File: src/rtl/ipi_pkg.sv
package ipi_pkg;

  localparam int DATA_W = 32;

  localparam int OFF_ID     = 'h020;
  localparam int OFF_EOI    = 'h0B0;
  localparam int OFF_SPUR   = 'h0F0;
  localparam int OFF_CMD_LO = 'h300;
  localparam int OFF_CMD_HI = 'h310;

  // readable bits of the low command word, status bit excluded
  localparam logic [DATA_W-1:0] CMD_LO_MASK = 32'h000C_CFFF;
  localparam int STATUS_BIT = 12;

  typedef enum logic [2:0] {
    DM_FIXED  = 3'b000,
    DM_LOWPRI = 3'b001,
    DM_SMI    = 3'b010,
    DM_RSVD3  = 3'b011,
    DM_NMI    = 3'b100,
    DM_INIT   = 3'b101,
    DM_START  = 3'b110,
    DM_RSVD7  = 3'b111
  } dlvMode_e;

  typedef enum logic [1:0] {
    SH_NONE   = 2'b00,
    SH_SELF   = 2'b01,
    SH_ALL    = 2'b10,
    SH_OTHERS = 2'b11
  } shorthand_e;

  // control -> datapath strobes
  typedef struct packed {
    logic wrId;
    logic wrSpur;
    logic wrCmdHi;
    logic wrCmdLo;
    logic launch;
  } strobe_t;

  function automatic logic modeLegal(input logic [2:0] m);
    return !((m == DM_RSVD3) || (m == DM_RSVD7));
  endfunction

endpackage

File: src/rtl/ipi_ctrl.sv
module ipi_ctrl
  import ipi_pkg::*;
#(
  parameter int ADDR_W = 12
) (
  input  logic              clk,
  input  logic              rstN,
  input  logic              regWrEn,
  input  logic [ADDR_W-1:0] regAddr,
  input  logic [2:0]        wrMode,
  input  logic              unitEn,
  input  logic              msgReady,
  output strobe_t           stb,
  output logic              pending,
  output logic              eoiPulse,
  output logic              busyError
);

  typedef enum logic {ST_IDLE, ST_PEND} state_e;
  state_e state, stateNext;

  logic hitId, hitSpur, hitEoi, hitLo, hitHi;
  logic busyHit;

  always_comb begin
    hitId   = (regAddr == ADDR_W'(OFF_ID));
    hitSpur = (regAddr == ADDR_W'(OFF_SPUR));
    hitEoi  = (regAddr == ADDR_W'(OFF_EOI));
    hitLo   = (regAddr == ADDR_W'(OFF_CMD_LO));
    hitHi   = (regAddr == ADDR_W'(OFF_CMD_HI));
  end

  assign pending = (state == ST_PEND);

  always_comb begin
    stb         = '0;
    stb.wrId    = regWrEn && hitId;
    stb.wrSpur  = regWrEn && hitSpur;
    stb.wrCmdHi = regWrEn && hitHi;
    stb.wrCmdLo = regWrEn && hitLo && !pending;
    stb.launch  = stb.wrCmdLo && unitEn && modeLegal(wrMode);
    busyHit     = regWrEn && hitLo && pending;
  end

  always_comb begin
    stateNext = state;
    unique case (state)
      ST_IDLE: if (stb.launch) stateNext = ST_PEND;
      ST_PEND: if (msgReady)   stateNext = ST_IDLE;
      default: stateNext = ST_IDLE;
    endcase
  end

  always_ff @(posedge clk) begin
    if (!rstN) begin
      state     <= ST_IDLE;
      eoiPulse  <= 1'b0;
      busyError <= 1'b0;
    end else begin
      state     <= stateNext;
      eoiPulse  <= regWrEn && hitEoi;
      busyError <= busyHit;
    end
  end

endmodule

File: src/rtl/ipi_datapath.sv
module ipi_datapath
  import ipi_pkg::*;
#(
  parameter int NUM_CPU        = 8,
  parameter int ADDR_W         = 12,
  parameter bit FORCE_SPUR_LOW = 1'b0
) (
  input  logic              clk,
  input  logic              rstN,
  input  strobe_t           stb,
  input  logic [DATA_W-1:0] regWrData,
  input  logic              regRdEn,
  input  logic [ADDR_W-1:0] regAddr,
  input  logic              pending,
  output logic              unitEn,
  output logic [DATA_W-1:0] regRdData,
  output logic [NUM_CPU-1:0] msgRecipients,
  output logic [7:0]        msgVector,
  output logic [2:0]        msgMode,
  output logic              msgLogical,
  output logic              msgLevel,
  output logic              msgTrigger
);

  localparam logic [NUM_CPU-1:0] ALL_ONES = {NUM_CPU{1'b1}};

  logic [7:0] localId, spurVec, spurRead, destId;
  logic [7:0] cmdVec;
  logic [2:0] cmdMode;
  logic       cmdLogical, cmdLevel, cmdTrigger;
  logic [1:0] cmdShort;

  logic [NUM_CPU-1:0] selfMask, destMask, nextMask;
  logic [1:0]         wrShort;
  logic               wrLogical;

  // register storage
  always_ff @(posedge clk) begin
    if (!rstN) begin
      localId    <= '0;
      spurVec    <= '0;
      unitEn     <= 1'b0;
      destId     <= '0;
      cmdVec     <= '0;
      cmdMode    <= '0;
      cmdLogical <= 1'b0;
      cmdLevel   <= 1'b0;
      cmdTrigger <= 1'b0;
      cmdShort   <= '0;
    end else begin
      if (stb.wrId) localId <= regWrData[31:24];
      if (stb.wrSpur) begin
        spurVec <= regWrData[7:0];
        unitEn  <= regWrData[8];
      end
      if (stb.wrCmdHi) destId <= regWrData[31:24];
      if (stb.wrCmdLo) begin
        cmdVec     <= regWrData[7:0];
        cmdMode    <= regWrData[10:8];
        cmdLogical <= regWrData[11];
        cmdLevel   <= regWrData[14];
        cmdTrigger <= regWrData[15];
        cmdShort   <= regWrData[19:18];
      end
    end
  end

  generate
    if (FORCE_SPUR_LOW) begin : g_spurForced
      assign spurRead = {spurVec[7:4], 4'hF};
    end else begin : g_spurPlain
      assign spurRead = spurVec;
    end
  endgenerate

  // per-processor ID match
  for (genvar i = 0; i < NUM_CPU; i++) begin : g_cpuMatch
    assign selfMask[i] = (localId == 8'(i));
    assign destMask[i] = (destId == 8'hFF) || (destId == 8'(i));
  end

  assign wrShort   = regWrData[19:18];
  assign wrLogical = regWrData[11];

  // recipient resolution uses the low word being written this cycle
  always_comb begin
    unique case (shorthand_e'(wrShort))
      SH_SELF:   nextMask = selfMask;
      SH_ALL:    nextMask = ALL_ONES;
      SH_OTHERS: nextMask = ALL_ONES & ~selfMask;
      default:   nextMask = wrLogical ? destId[NUM_CPU-1:0] : destMask;
    endcase
  end

  // message capture
  always_ff @(posedge clk) begin
    if (!rstN) begin
      msgRecipients <= '0;
      msgVector     <= '0;
      msgMode       <= '0;
      msgLogical    <= 1'b0;
      msgLevel      <= 1'b0;
      msgTrigger    <= 1'b0;
    end else if (stb.launch) begin
      msgRecipients <= nextMask;
      msgVector     <= regWrData[7:0];
      msgMode       <= regWrData[10:8];
      msgLogical    <= regWrData[11];
      msgLevel      <= regWrData[14];
      msgTrigger    <= regWrData[15];
    end
  end

  // read mux
  always_comb begin
    regRdData = '0;
    if (regRdEn) begin
      unique case (regAddr)
        ADDR_W'(OFF_ID):     regRdData = {localId, 24'h0};
        ADDR_W'(OFF_SPUR):   regRdData = {23'h0, unitEn, spurRead};
        ADDR_W'(OFF_CMD_HI): regRdData = {destId, 24'h0};
        ADDR_W'(OFF_CMD_LO): begin
          regRdData = {12'h0, cmdShort, 2'b00, cmdTrigger, cmdLevel, 1'b0,
                       pending, cmdLogical, cmdMode, cmdVec};
        end
        default:             regRdData = '0;
      endcase
    end
  end

endmodule

File: src/rtl/ipi_cmd_dispatch.sv
module ipi_cmd_dispatch
  import ipi_pkg::*;
#(
  parameter int NUM_CPU        = 8,
  parameter int ADDR_W         = 12,
  parameter bit FORCE_SPUR_LOW = 1'b0
) (
  input  logic               clk,
  input  logic               rstN,
  input  logic               regWrEn,
  input  logic               regRdEn,
  input  logic [ADDR_W-1:0]  regAddr,
  input  logic [31:0]        regWrData,
  output logic [31:0]        regRdData,
  output logic               msgValid,
  input  logic               msgReady,
  output logic [NUM_CPU-1:0] msgRecipients,
  output logic [7:0]         msgVector,
  output logic [2:0]         msgMode,
  output logic               msgLogical,
  output logic               msgLevel,
  output logic               msgTrigger,
  output logic               eoiPulse,
  output logic               busyError
);

  strobe_t stb;
  logic    pending;
  logic    unitEn;

  ipi_ctrl #(.ADDR_W(ADDR_W)) u_ctrl (
    .clk       (clk),
    .rstN      (rstN),
    .regWrEn   (regWrEn),
    .regAddr   (regAddr),
    .wrMode    (regWrData[10:8]),
    .unitEn    (unitEn),
    .msgReady  (msgReady),
    .stb       (stb),
    .pending   (pending),
    .eoiPulse  (eoiPulse),
    .busyError (busyError)
  );

  ipi_datapath #(
    .NUM_CPU        (NUM_CPU),
    .ADDR_W         (ADDR_W),
    .FORCE_SPUR_LOW (FORCE_SPUR_LOW)
  ) u_dp (
    .clk           (clk),
    .rstN          (rstN),
    .stb           (stb),
    .regWrData     (regWrData),
    .regRdEn       (regRdEn),
    .regAddr       (regAddr),
    .pending       (pending),
    .unitEn        (unitEn),
    .regRdData     (regRdData),
    .msgRecipients (msgRecipients),
    .msgVector     (msgVector),
    .msgMode       (msgMode),
    .msgLogical    (msgLogical),
    .msgLevel      (msgLevel),
    .msgTrigger    (msgTrigger)
  );

  assign msgValid = pending;

endmodule

File: config.mk
export PLATFORM = sky130hd
export DESIGN_NAME = ipi_cmd_dispatch
export DESIGN_NICKNAME = d
export VERILOG_FILES = /design/src/rtl/ipi_pkg.sv /design/src/rtl/ipi_ctrl.sv /design/src/rtl/ipi_datapath.sv /design/src/rtl/ipi_cmd_dispatch.sv
export SDC_FILE = /design/constraint.sdc
export NUM_CORES = 1
export LEC_CHECK = 0
export ABC_AREA = 1
export BUFFER_PORTS_ARGS = -buffer_cell sky130_fd_sc_hd__clkbuf_2
export CORE_ASPECT_RATIO = 0.8
export CORE_MARGIN = 4
export CORE_UTILIZATION = 45
export CTS_CLUSTER_DIAMETER = 40
export DETAILED_ROUTE_END_ITERATION = 7
export PLACE_DENSITY = 0.71
export SYNTH_ARGS = -nofsm -noshare
export SYNTH_HDL_FRONTEND = slang
export SYNTH_HIERARCHICAL = 1
export SYNTH_SLANG_ARGS = --single-unit
File: constraint.sdc
create_clock -name clk -period 1.9 [get_ports clk]
set_input_delay 0.38 -clock clk [delete_from_list [all_inputs] [get_ports clk]]
set_output_delay 0.38 -clock clk [all_outputs]
set_load 0.01 [all_outputs]
# Word level (Yosys, flattened, before mapping)
# Index checks and enable logic that the tools add are counted.
# word_totals
ff_bits	66
in_bits	49
out_inout_bits	57
word_cells	75
# op_classes
n_eq_ne	25
muxes	7
n_bitwise	2
reduce_logical	22
# ops
op	n
case mux 32 bit (4 select lines)	1
equality test 8 x 3 -> 1 bit, second input constant	8
equality test 8 x 2 -> 1 bit, second input constant	4
2-to-1 mux 32 bit	1
equality test 12 x 10 -> 1 bit, second input constant	2
equality test 12 x 8 -> 1 bit, second input constant	2
case mux 8 bit (3 select lines)	1
equality test 8 x 1 -> 1 bit, second input constant	2
logical NOT 8 bit	2
equality test 12 x 6 -> 1 bit, second input constant	1
logical AND 1 bit	9
logical OR 1 bit	9
equality test 8 bit, second input constant	1
2-to-1 mux 8 bit	1
NOT 8 bit	1
equality test 2 bit, second input constant	2
equality test 3 x 2 -> 1 bit, second input constant	1
equality test 3 bit, second input constant	1
equality test 2 x 1 -> 1 bit, second input constant	1
logical NOT 1 bit	2
2-to-1 mux 1 bit	2
case mux 1 bit (2 select lines)	1
NOT 1 bit	1

# Longest topological paths before layout
# Gate-level depths: netlist of the first run.
# logic_depth
depth_word	7
mapped_depth	11
mapped_depth_nobuf	10

# Cells and area by module
# Netlist of the first run, hierarchy kept.
# modules_own_cells
module	n_inst	cells_each	area_each_um2	seq_area_each_um2
ipi_datapath	1	524	3395.8	1261.2
ipi_ctrl	1	43	254.0	60.1

# Worst setup path after synthesis of the first run
# No wires, ideal clock.
# synth_path
path_type	input to output
from	in regAddr[6]
to	out regRdData[0]
arrival_ns	1.455
t_required_ns	1.520
setup_slack_ns	0.065
stages	8
path_buffers	1
cell_sequence	inv_1 > nand2_1 > nor3_4 > nand2_1 > nand3_2 > nand2_4 > buf_6 > nor2_2
# synth_between
elab_chain_len	3
elab_cells_between_ends	6
classes_between	eq/ne (4); mux (2)
# synth_lines
element	line	source
from (decl)	ipi_cmd_dispatch.sv:12	input logic [ADDR_W-1:0] regAddr,
equality test 12 x 10 -> 1 bit, or another cell as far along	ipi_datapath.sv:118	unique case (regAddr)
case mux 32 bit (4 select lines) (*)	ipi_datapath.sv:118	
2-to-1 mux 32 bit (*)	ipi_datapath.sv:117	if (regRdEn) begin
to (decl)	ipi_cmd_dispatch.sv:14	output logic [31:0] regRdData,
# Every way passes the cells marked *; elsewhere a longest branch is shown, timed or not.

# Worst setup path in the final report of the first run
# layout_path
from	in regAddr[7]
to	out regRdData[6]
# Same word-level chain as after synthesis.

==> results of run 1 <==
sequential cells by signal, summed over array words and instances (netlist names), 2 cells and up:
register            cells
u_dp/destId             8
u_dp/cmdShort           2
u_dp/msgVector          8
u_dp/msgRecipients      8
u_dp/cmdMode            3
u_dp/msgMode            3
u_dp/cmdVec             8
u_dp/spurRead           8
u_dp/localId            8
power by group:
| part | total [W] | switching [W] | internal, W |
|---|---|---|---|
| registers | 0.00138 | 0.000000127 | 0.00138 |
| logic | 0.000216 | 0.000136 | 0.0000799 |
| clock network | 0.00125 | 0.000591 | 0.000656 |
| total | 0.00284 | 0.000727 | 0.00212 |
per-stage QoR:
step / setup TNS [ns] / area (sq um)
6_report: -0.183 / 4710
5_1_grt: -2.23 / 4710
4_1_cts: -0.0791 / 4600
3_5_place_dp: -0.562 / 4320
3_3_place_gp: -0.104 / 4320
2_1_floorplan: 0 / 3670
area by class of cell:
class / instances / area, sq um / share of cell area
Tap cell: 108 / 135 / 0.0287
Multi-Input combinational cell: 402 / 2020 / 0.428
Sequential cell: 66 / 1320 / 0.280
Inverter: 71 / 269 / 0.0571
Clock inverter: 6 / 70.1 / 0.0149
Timing Repair Buffer: 123 / 766 / 0.162
Clock buffer: 10 / 138 / 0.0292
layout by cell type (no fill, tap or decap), types with 4 or more instances in the layout:
| cell type | synthesis | final |
|---|---|---|
| buf_6 | 2 | 12 |
| nand2_1 | 80 | 77 |
| buf_4 | 8 | 30 |
| nand2_2 | 1 | 4 |
| clkbuf_2 | 0 | 67 |
| buf_2 | 6 | 14 |
| conb_1 | 1 | 7 |
| nand3_1 | 26 | 26 |
| o21ai_0 | 63 | 63 |
| nor2_4 | 1 | 10 |
| clkbuf_8 | 0 | 10 |
| dfxtp_1 | 66 | 66 |
| nor2_2 | 14 | 16 |
| nand4_1 | 44 | 44 |
| nor3_1 | 5 | 5 |
| inv_1 | 66 | 64 |
| a21oi_1 | 33 | 33 |
| nor2_1 | 113 | 102 |
how the worst max path moves through the flow:
stage                                to  cells past startpoint
after floorplan            regRdData[0]                      8
after global placement     regRdData[8]                      9
after detailed placement   regRdData[5]                      9
after CTS                 regRdData[31]                      8
after global routing       regRdData[6]                      9
final                      regRdData[6]                      9
per-layer routing:
metal | up-vias | wire, um | global-route usage
met1 | 1804 | 5000 | 0.311
met3 | 15 | 937 | 0.0635
met2 | 185 | 4600 | 0.338
li1 | 2042 | - | -
met4 | 0 | 163 | 0.0700
met5 | - | 0 | 0
worst max-delay path, delay by kind of cell:
family        cells  cell delay (ns)
buf+inv           3             0.30
simple gates      6             0.88
repair_timing:
item / CTS / global route
resized for setup: 17 / 47
pin swaps: 2 / 3
cloned: 1 / 0
endpoints found under the hold margin: 0 / 0
endpoints found under the setup margin: 18 / 25
logic make-up (layout without fill, tap and decap cells):
group / Yosys count / after routing
buf+inv: 106 / 210
flops: 66 / 66
simple gates: 297 / 298
compound gates: 97 / 97
other cells: 1 / 7
==> flow_summary_export.csv, run 1 <==
group,metric,value,unit
global_routing,grt-ovfl-total,0,
detailed_routing,wl_per_cell,13.6,um
hold_path,min_from,"regWrData[10]",
clock_network,ctsHoldBuffers,0,
timing,setup_violations,10,
clock_network,cts_buffer_depth,2,
outcome,violations,"setup timing",
worst_setup_path,r2r_slack,0.44,ns
timing,hold_viol,0,
synth,async_flop_share,0,
detailed_routing,first_pass_iters,5,
timing,worst_pin_slew,0.555,ns
synth,ys_ff_latch,66,
detailed_routing,wirelength,10700,um
place,dp.cells,769,
worst_setup_path,worst_setup_path_end_kind,"primary output",
place,place.port_buffers,90,
worst_setup_path,reg2regPathDepth,7,
timing,finalCriticalPeriod,1.94,ns
timing,fin_skew,0.0106,ns
worst_setup_path,cp-start-kind,"input pin",
synth,synth_top_family_by_area,"simple AND/OR/NAND/NOR gates",
synth,syn_avg_cell_area,6.44,sq um
timing,hold_ws,0.272,ns
worst_setup_path,critPathMaxStageDelay,0.29,ns
die,die_area,9620,sq um
worst_setup_path,r2r_start,"u_dp/unitEn",
synth,synthTopCellsByArea,"dfxtp_1 (36%), nor2_1 (12%), o21ai_0 (8.6%)",
detailed_routing,avgViaCountPerCell,5.15,
timing,setup_slack,-0.0386,ns
worst_setup_path,cp-startpoint,"regAddr[7]",
layout,synthToLayoutAreaGrowth,29.2,%
synth,synth_adder_area_share,0,
detailed_routing,dr.first_iter.drc_count,333,
worst_setup_path,reg2reg_to,"u_dp/msgVector[5]",
die,fp.coreArea,7910,sq um
synth,synth_seq_area_share,0.362,
synth,syn_inst,567,
clock_network,cts_tree,"built",
place,preCtsSetupSlack,-0.0906,ns
synth,synth-xor-area-share,0,
power,power_density,603,nW/um^2
synth,synth.area.mux_share,0,
place,place_congestion,0.865,
clock_network,htreeDepth,3,
die,dieWidth,109,um
clock_network,postCtsSetupRepairBufs,0,
synth,yosys-top-cells-count,"nor2_1 (113), nand2_1 (80), dfxtp_1 (66), inv_1 (66), o21ai_0 (63)",
synth,post-synth-top-area-fraction,0.362,
detailed_routing,ant_nets,0,
worst_setup_path,cp_slowest_cell,"nor3_4",
layout,fillers,755,
synth,synth_edf_count,0,
layout,utilization,0.596,
layout,nets,722,
synth,synth_area,3650,sq um
worst_setup_path,cpMostUsedCell,"nand2_2",
worst_setup_path,crit_type,"input pin to primary output",
worst_setup_path,cp_max_fo,8,
hold_path,min_path_cells,3,
worst_setup_path,cp_cell_sequence,"clkbuf_2 -> inv_2 -> nand2_2 -> nor3_4 -> nand2_2 -> nand3_4 -> nand2_8 -> nor2_2 -> buf_2",
run,max_cap_violations,0,
layout,drive_gt1_frac,0.270,
synth,ys.warnings.count,6,
die,dieHeight,88.6,um
synth,synth.most_common_cell,"nor2_1",
layout,diodes,0,
power,leakage,2.15,nW
timing,fin_crit_sh,1.02,
clock_network,cts_made_buffers,9,
hold_path,hp-class,"input pin to flop",
timing,rsz0062_at_grt,"yes",
global_routing,track_usage,0.224,
synth,synthFlopType,"dfxtp_1",
timing,final_max_slew_viol_count,0,
timing,relSlewSlack,0.628,
die,ioPinCount,106,
outcome,outcome,"complete, but fails checks",
hold_path,hold_end,"u_dp/msgMode[2]",
global_routing,grt_pass1_vias,3588,
global_routing,grt_pass1_wl,17100,um
power,finalPower,0.00284,W
worst_setup_path,crit_required,1.52,ns
die,start_util,0.461,
worst_setup_path,arrival,1.56,ns
power,irDropWorstVdd,0.000328,V
synth,yosys.area.top_type,"dfxtp_1",
clock_network,clk_latency,0.34,ns
layout,layout.cells.non_filler,786,
clock_network,clock-sinks,66,
clock_network,cts-root-buf,"clkbuf_8",
detailed_routing,dr_total_vias,4046,
detailed_routing,drc,0,
clock_network,path_clk_slew,0.08,ns
synth,ys_types,30,
synth,synth-simple-area-share,0.379,
synth,synth_compound_area_frac,0.134,
die,rows,29,
global_routing,grt_max_degree,31,
global_routing,antenna_found_initial,0,
timing,max_freq,516,MHz
place,hpwl,7710,um
(Power assumes the default switching activity.)
==> run 2, diff against run 1 <==
--- a/config.mk
+++ b/config.mk
@@ -9,10 +9,11 @@
 export BUFFER_PORTS_ARGS = -buffer_cell sky130_fd_sc_hd__clkbuf_2
 export CORE_ASPECT_RATIO = 0.8
 export CORE_MARGIN = 4
-export CORE_UTILIZATION = 45
+export CORE_UTILIZATION = 25
 export CTS_CLUSTER_DIAMETER = 40
 export DETAILED_ROUTE_END_ITERATION = 7
-export PLACE_DENSITY = 0.71
+export GPL_TIMING_DRIVEN = 0
+export PLACE_DENSITY = 0.45
 export SYNTH_ARGS = -nofsm -noshare
 export SYNTH_HDL_FRONTEND = slang
 export SYNTH_HIERARCHICAL = 1
==> run 2 against run 1 <==
Against the previous run: the run still ends with setup timing left; final cell count is 12% higher; global-route usage decreased by 6.2 points; sequential share of layout area shrank 3.5 points; wire length grew 24%; first-iteration DRC count up 4.2%; maximum frequency down 4.3%; worst setup slack got worse by 0.086 ns; sequential cell count stayed put; clock skew shrank 0.00060 ns; critical path type unchanged.
==> flow_summary_export.csv, run 2 (same netlist as run 1, synthesis figures left out) <==
group,metric,value,unit
layout,synthToLayoutAreaGrowth,47.6,%
timing,relSlewSlack,0.598,
clock_network,ctsHoldBuffers,0,
die,start_util,0.255,
place,place_congestion,0.849,
run,max_cap_violations,0,
layout,layout_common_cells,"nor2_1 (97), nand2_1 (77), clkbuf_2 (72), dfxtp_1 (66)",
detailed_routing,routed.top_layer,"met4",
detailed_routing,first_pass_iters,5,
worst_setup_path,arrival,1.64,ns
detailed_routing,wl_per_cell,15.1,um
worst_setup_path,cp-start-kind,"input pin",
layout,drive_gt1_frac,0.287,
detailed_routing,drc,0,
detailed_routing,dr.first_iter.drc_count,347,
clock_network,cts-root-buf,"clkbuf_16",
clock_network,cts_tree,"built",
place,place.port_buffers,89,
timing,fin_skew,0.0100,ns
layout,finalInstanceArea,5390,sq um
detailed_routing,met3_wirelength,767,um
die,dieHeight,116,um
global_routing,grt_pass1_vias,4056,
place,placed_cell_area,4350,sq um
power,p_sw_frac,0.210,
worst_setup_path,cp_slowest_cell,"nor3_4",
outcome,outcome,"complete, but fails checks",
layout,utilization,0.377,
timing,setup_violations,24,
detailed_routing,avgViaCountPerCell,4.66,
worst_setup_path,critPathMaxStageDelay,0.21,ns
global_routing,track_usage,0.162,
worst_setup_path,cp_max_fo,5,
layout,diodes,0,
die,fp.coreArea,14300,sq um
detailed_routing,wirelength,13300,um
die,ioPinCount,106,
detailed_routing,dr_wl_met2,5900,um
outcome,violations,"setup timing",
clock_network,cts_buffer_depth,2,
die,die_area,16600,sq um
global_routing,grt-ovfl-total,0,
clock_network,path_clk_slew,0.06,ns
power,p_switching,0.000770,W
timing,finalCriticalPeriod,2.02,ns
power,leakage,2.36,nW
worst_setup_path,crit_type,"input pin to primary output",
timing,worst_pin_slew,0.601,ns
power,power_density,680,nW/um^2
timing,final_max_slew_viol_count,0,
global_routing,grt_max_degree,12,
die,rows,39,
worst_setup_path,crit_buf_inv,5,
die,dieWidth,143,um
clock_network,clk_latency,0.33,ns
detailed_routing,wl_met1,6450,um
worst_setup_path,worst_setup_path_end_kind,"primary output",
timing,rsz0062_at_grt,"yes",
global_routing,grt_pass1_wl,21000,um
worst_setup_path,crit_required,1.52,ns
timing,setup_slack,-0.125,ns
worst_setup_path,cp_cell_sequence,"buf_8 -> nand3b_1 -> nor3_4 -> buf_12 -> nand4_1 -> buf_6 -> buf_12 -> nor2_4 -> buf_6",
worst_setup_path,cp_top_family,"buffers and inverters",
power,irDropWorstVdd,0.000422,V
layout,nets,745,
timing,max_freq,494,MHz
clock_network,clock-sinks,66,
place,hpwl,9870,um
detailed_routing,dr_total_vias,4119,
layout,final_common_cell,"nor2_1",
power,p_clk_frac,0.552,
detailed_routing,ant_nets,0,
power,p_int,0.00289,W
timing,fin_crit_sh,1.07,
clock_network,cts_made_buffers,9,
power,seqPwrFrac,0.378,
clock_network,htreeDepth,3,
hold_path,hp-class,"input pin to flop",
power,comb_power_share,0.070,
global_routing,antenna_found_initial,0,
timing,hold_viol,0,
==> run 2: per-layer routing <==
layer  vias to the layer above  GRT usage
met2                       124      0.251
met3                        17     0.0351
met1                      1884      0.227
met5                         -          0
met4                         0     0.0475
li1                       2094          -
==> run 2: per-stage QoR <==
step	TNS [ns]	instances	power, W	setup slack, ns	hold WS, ns
6_report	-2.25	884	0.00366	-0.125	0.292
3_3_place_gp	-19.17	846	0.00163	-0.751	0.449
3_5_place_dp	-20.58	846	0.00163	-0.775	0.456
5_1_grt	-3.73	884	0.00379	-0.195	0.310
4_1_cts	-3.58	879	0.00368	-0.178	0.286
2_1_floorplan	0	573	0.00153	0.0652	0.434
==> run 2: tightest hold or removal path: cells and delay by family <==
family                 cells  cell delay, ns
and+or+nand+nor            2            0.12
buffers and inverters      1            0.09
==> run 2: final timing paths <==
| kind | from | to | cells after the start | slack [ns] |
|---|---|---|---|---|
| setup / recovery | regAddr[5] | regRdData[19] | 9 | -0.12 |
| hold / removal | regWrData[10] | u_dp/msgMode[2] | 3 | 0.29 |
| hold reg to reg | u_dp/localId[7] | u_dp/localId[7] | 2 | 0.48 |
| setup reg to reg | u_dp/localId[5] | u_dp/msgRecipients[7] | 9 | 0.17 |
==> run 2: power by group through the flow <==
stage	Combinational (W)	Sequential, W	Clock (W)
after floorplan	0.000117	0.00141	0
after global placement	0.000215	0.00141	0
after detailed placement	0.000218	0.00141	0
after CTS	0.000236	0.00138	0.00206
after global routing	0.000281	0.00138	0.00213
final	0.000256	0.00138	0.00202
==> run 2: cell type report <==
class                           instances  area (sq um)
Clock buffer                           10           229
Multi-Input combinational cell        401          2110
Timing Repair Buffer                  112           856
Tap cell                              184           230
Clock inverter                          5           128
Buffer                                 35           233
Inverter                               71           280
Sequential cell                        66          1320
Fill cell                            1499          8910
==> run 2: timing repair <==
| action | in CTS | in global routing |
|---|---|---|
| gates resized for setup | 58 | 82 |
| setup buffers | 16 | 5 |
| setup endpoints to repair | 35 | 58 |
| pin swaps | 25 | 12 |
| gates cloned | 2 | 0 |
==> run 3, diff against run 2 <==
--- a/config.mk
+++ b/config.mk
@@ -7,13 +7,15 @@
 export LEC_CHECK = 0
 export ABC_AREA = 1
 export BUFFER_PORTS_ARGS = -buffer_cell sky130_fd_sc_hd__clkbuf_2
+export CELL_PAD_IN_SITES_DETAIL_PLACEMENT = 1
+export CELL_PAD_IN_SITES_GLOBAL_PLACEMENT = 2
 export CORE_ASPECT_RATIO = 0.8
 export CORE_MARGIN = 4
 export CORE_UTILIZATION = 25
 export CTS_CLUSTER_DIAMETER = 40
 export DETAILED_ROUTE_END_ITERATION = 7
 export GPL_TIMING_DRIVEN = 0
-export PLACE_DENSITY = 0.45
+export PLACE_DENSITY = 0.76
 export SYNTH_ARGS = -nofsm -noshare
 export SYNTH_HDL_FRONTEND = slang
 export SYNTH_HIERARCHICAL = 1
==> run 3 against run 2 <==
Against the previous run: the flow still finishes with violations (setup timing); highest routed layer unchanged; critical endpoint unchanged; final cell count grew 0.23%; critical path depth grew 1; largest cell class unchanged; first-iteration DRC count shrank 59%.
==> flow_summary_export.csv, run 3 (same netlist as run 1, synthesis figures left out) <==
group,metric,value,unit
outcome,outcome,"complete, but fails checks",
outcome,violations,"setup timing",
detailed_routing,avgViaCountPerCell,4.78,
detailed_routing,dr_total_vias,4239,
worst_setup_path,crit_required,1.52,ns
power,irDropWorstVdd,0.000358,V
clock_network,cts_made_buffers,9,
layout,seqCellArea,1320,sq um
detailed_routing,first_pass_iters,4,
layout,synthToLayoutAreaGrowth,46.9,%
clock_network,ctsHoldBuffers,0,
layout,multi_input_area,2100,sq um
power,comb_power_share,0.077,
timing,rsz0062_at_grt,"yes",
die,fp.coreArea,14300,sq um
worst_setup_path,worst_setup_path_end_kind,"primary output",
global_routing,grt_pass1_vias,4302,
die,rows,39,
layout,layout.cells.non_filler,886,
detailed_routing,dr.first_iter.drc_count,142,
global_routing,track_usage,0.173,
power,p_clk_frac,0.515,
global_routing,grt_max_degree,20,
timing,hold_viol,0,
run,max_cap_violations,0,
clock_network,path_clk_slew,0.06,ns
detailed_routing,wirelength,14300,um
worst_setup_path,reg2reg_to,"u_dp/msgRecipients[0]",
die,dieWidth,143,um
die,ioPinCount,106,
global_routing,grt-ovfl-total,0,
clock_network,clock-sinks,66,
worst_setup_path,cp_max_fo,5,
hold_path,min_path_cells,3,
power,finalPower,0.00339,W
layout,diodes,0,
timing,relSlewSlack,0.608,
global_routing,grt_pass1_wl,22600,um
clock_network,cts-root-buf,"clkbuf_16",
worst_setup_path,arrival,1.65,ns
timing,max_freq,491,MHz
layout,final_common_cell,"nor2_1",
detailed_routing,wl_per_cell,16.2,um
clock_network,cts_tree,"built",
die,start_util,0.255,
place,place.port_buffers,89,
place,dp.cells,846,
clock_network,clk_latency,0.34,ns
place,place_congestion,0.870,
worst_setup_path,reg2regPathDepth,9,
die,die_area,16600,sq um
die,dieHeight,116,um
timing,fin_skew,0.00837,ns
timing,fin_crit_sh,1.07,
timing,setup_violations,24,
layout,drive_gt1_frac,0.305,
power,power_density,632,nW/um^2
detailed_routing,drc,0,
worst_setup_path,crit_type,"input pin to primary output",
timing,finalCriticalPeriod,2.03,ns
timing,setup_slack,-0.135,ns
detailed_routing,ant_nets,0,
hold_path,hold_end,"u_dp/cmdVec[2]",
clock_network,cts_buffer_depth,2,
hold_path,hp-class,"input pin to flop",
timing,worst_pin_slew,0.588,ns
power,seqPwrFrac,0.408,
worst_setup_path,r2r_slack,0.31,ns
place,hpwl,10800,um
timing,final_max_slew_viol_count,0,
clock_network,htreeDepth,3,
worst_setup_path,cp-start-kind,"input pin",
layout,fillers,1819,
hold_path,min_from,"regWrData[2]",
layout,layout_common_cells,"nor2_1 (95), nand2_1 (77), dfxtp_1 (66), clkbuf_2 (65), o21ai_0 (63)",
global_routing,antenna_found_initial,0,
layout,nets,746,
power,p_int,0.00255,W
power,p_sw_frac,0.247,
worst_setup_path,r2r_start,"u_dp/localId[5]",
power,p_switching,0.000838,W
power,leakage,2.35,nW
## run 3: critical path: stages
cell     delay, ns
buf_4         0.14
inv_4         0.06
nand2_4       0.06
nor3_4        0.24
buf_6         0.16
nand4_1       0.10
buf_6         0.18
buf_8         0.14
nor2_4        0.08
buf_6         0.10
## run 3: how the worst max path moves through the flow
stage           startpoint            end  slack (ns)
3_5_place_dp    regAddr[6]  regRdData[11]       -0.70
3_3_place_gp    regAddr[6]  regRdData[11]       -0.66
2_1_floorplan   regAddr[6]   regRdData[0]        0.07
6_report        regAddr[7]  regRdData[19]       -0.13
4_1_cts         regAddr[5]  regRdData[14]       -0.20
5_1_grt        regAddr[10]  regRdData[27]       -0.20
## run 3: through the flow
stage                     utilization  TNS [ns]  hold WS (ns)  area, sq um  worst slack (ns)
after detailed placement        0.304    -24.81         0.458         4350            -0.702
after CTS                       0.351     -4.11         0.290         5010            -0.198
final                           0.375     -1.96         0.310         5360            -0.135
after global routing            0.375     -3.58         0.311         5360            -0.197
after floorplan                     -         0         0.434         3670            0.0652
after global placement          0.304    -20.96         0.450         4350            -0.664
## run 3: final cells by class
cell class	count	share of cell area
sequential	66	0.246
inverter	71	0.0523
multi-input combinational	401	0.391
buffer	34	0.0432
tap	184	0.0429
clock inverter	6	0.0140
timing repair buffer	114	0.165
clock buffer	10	0.0446
## run 3: per-layer routing
metal  vias up  GRT usage  share of wire
met3        13     0.0388          0.049
met5         -          0              0
met4         0     0.0405          0.013
met2       106      0.262           0.44
li1       2097          -              -
met1      2023      0.252           0.50
## run 3: repair_timing
item	CTS	global route
cloned	1	1
resized for setup	51	107
setup endpoints to repair	44	61
buffers inserted	15	9
pin swaps	21	22
## run 3: power groups by stage
stage / sequential, W / clock, W / combinational, W
after floorplan: 0.00141 / 0 / 0.000117
after global placement: 0.00141 / 0 / 0.000215
after detailed placement: 0.00141 / 0 / 0.000220
after CTS: 0.00138 / 0.00180 / 0.000234
after global routing: 0.00138 / 0.00185 / 0.000285
final: 0.00138 / 0.00175 / 0.000260
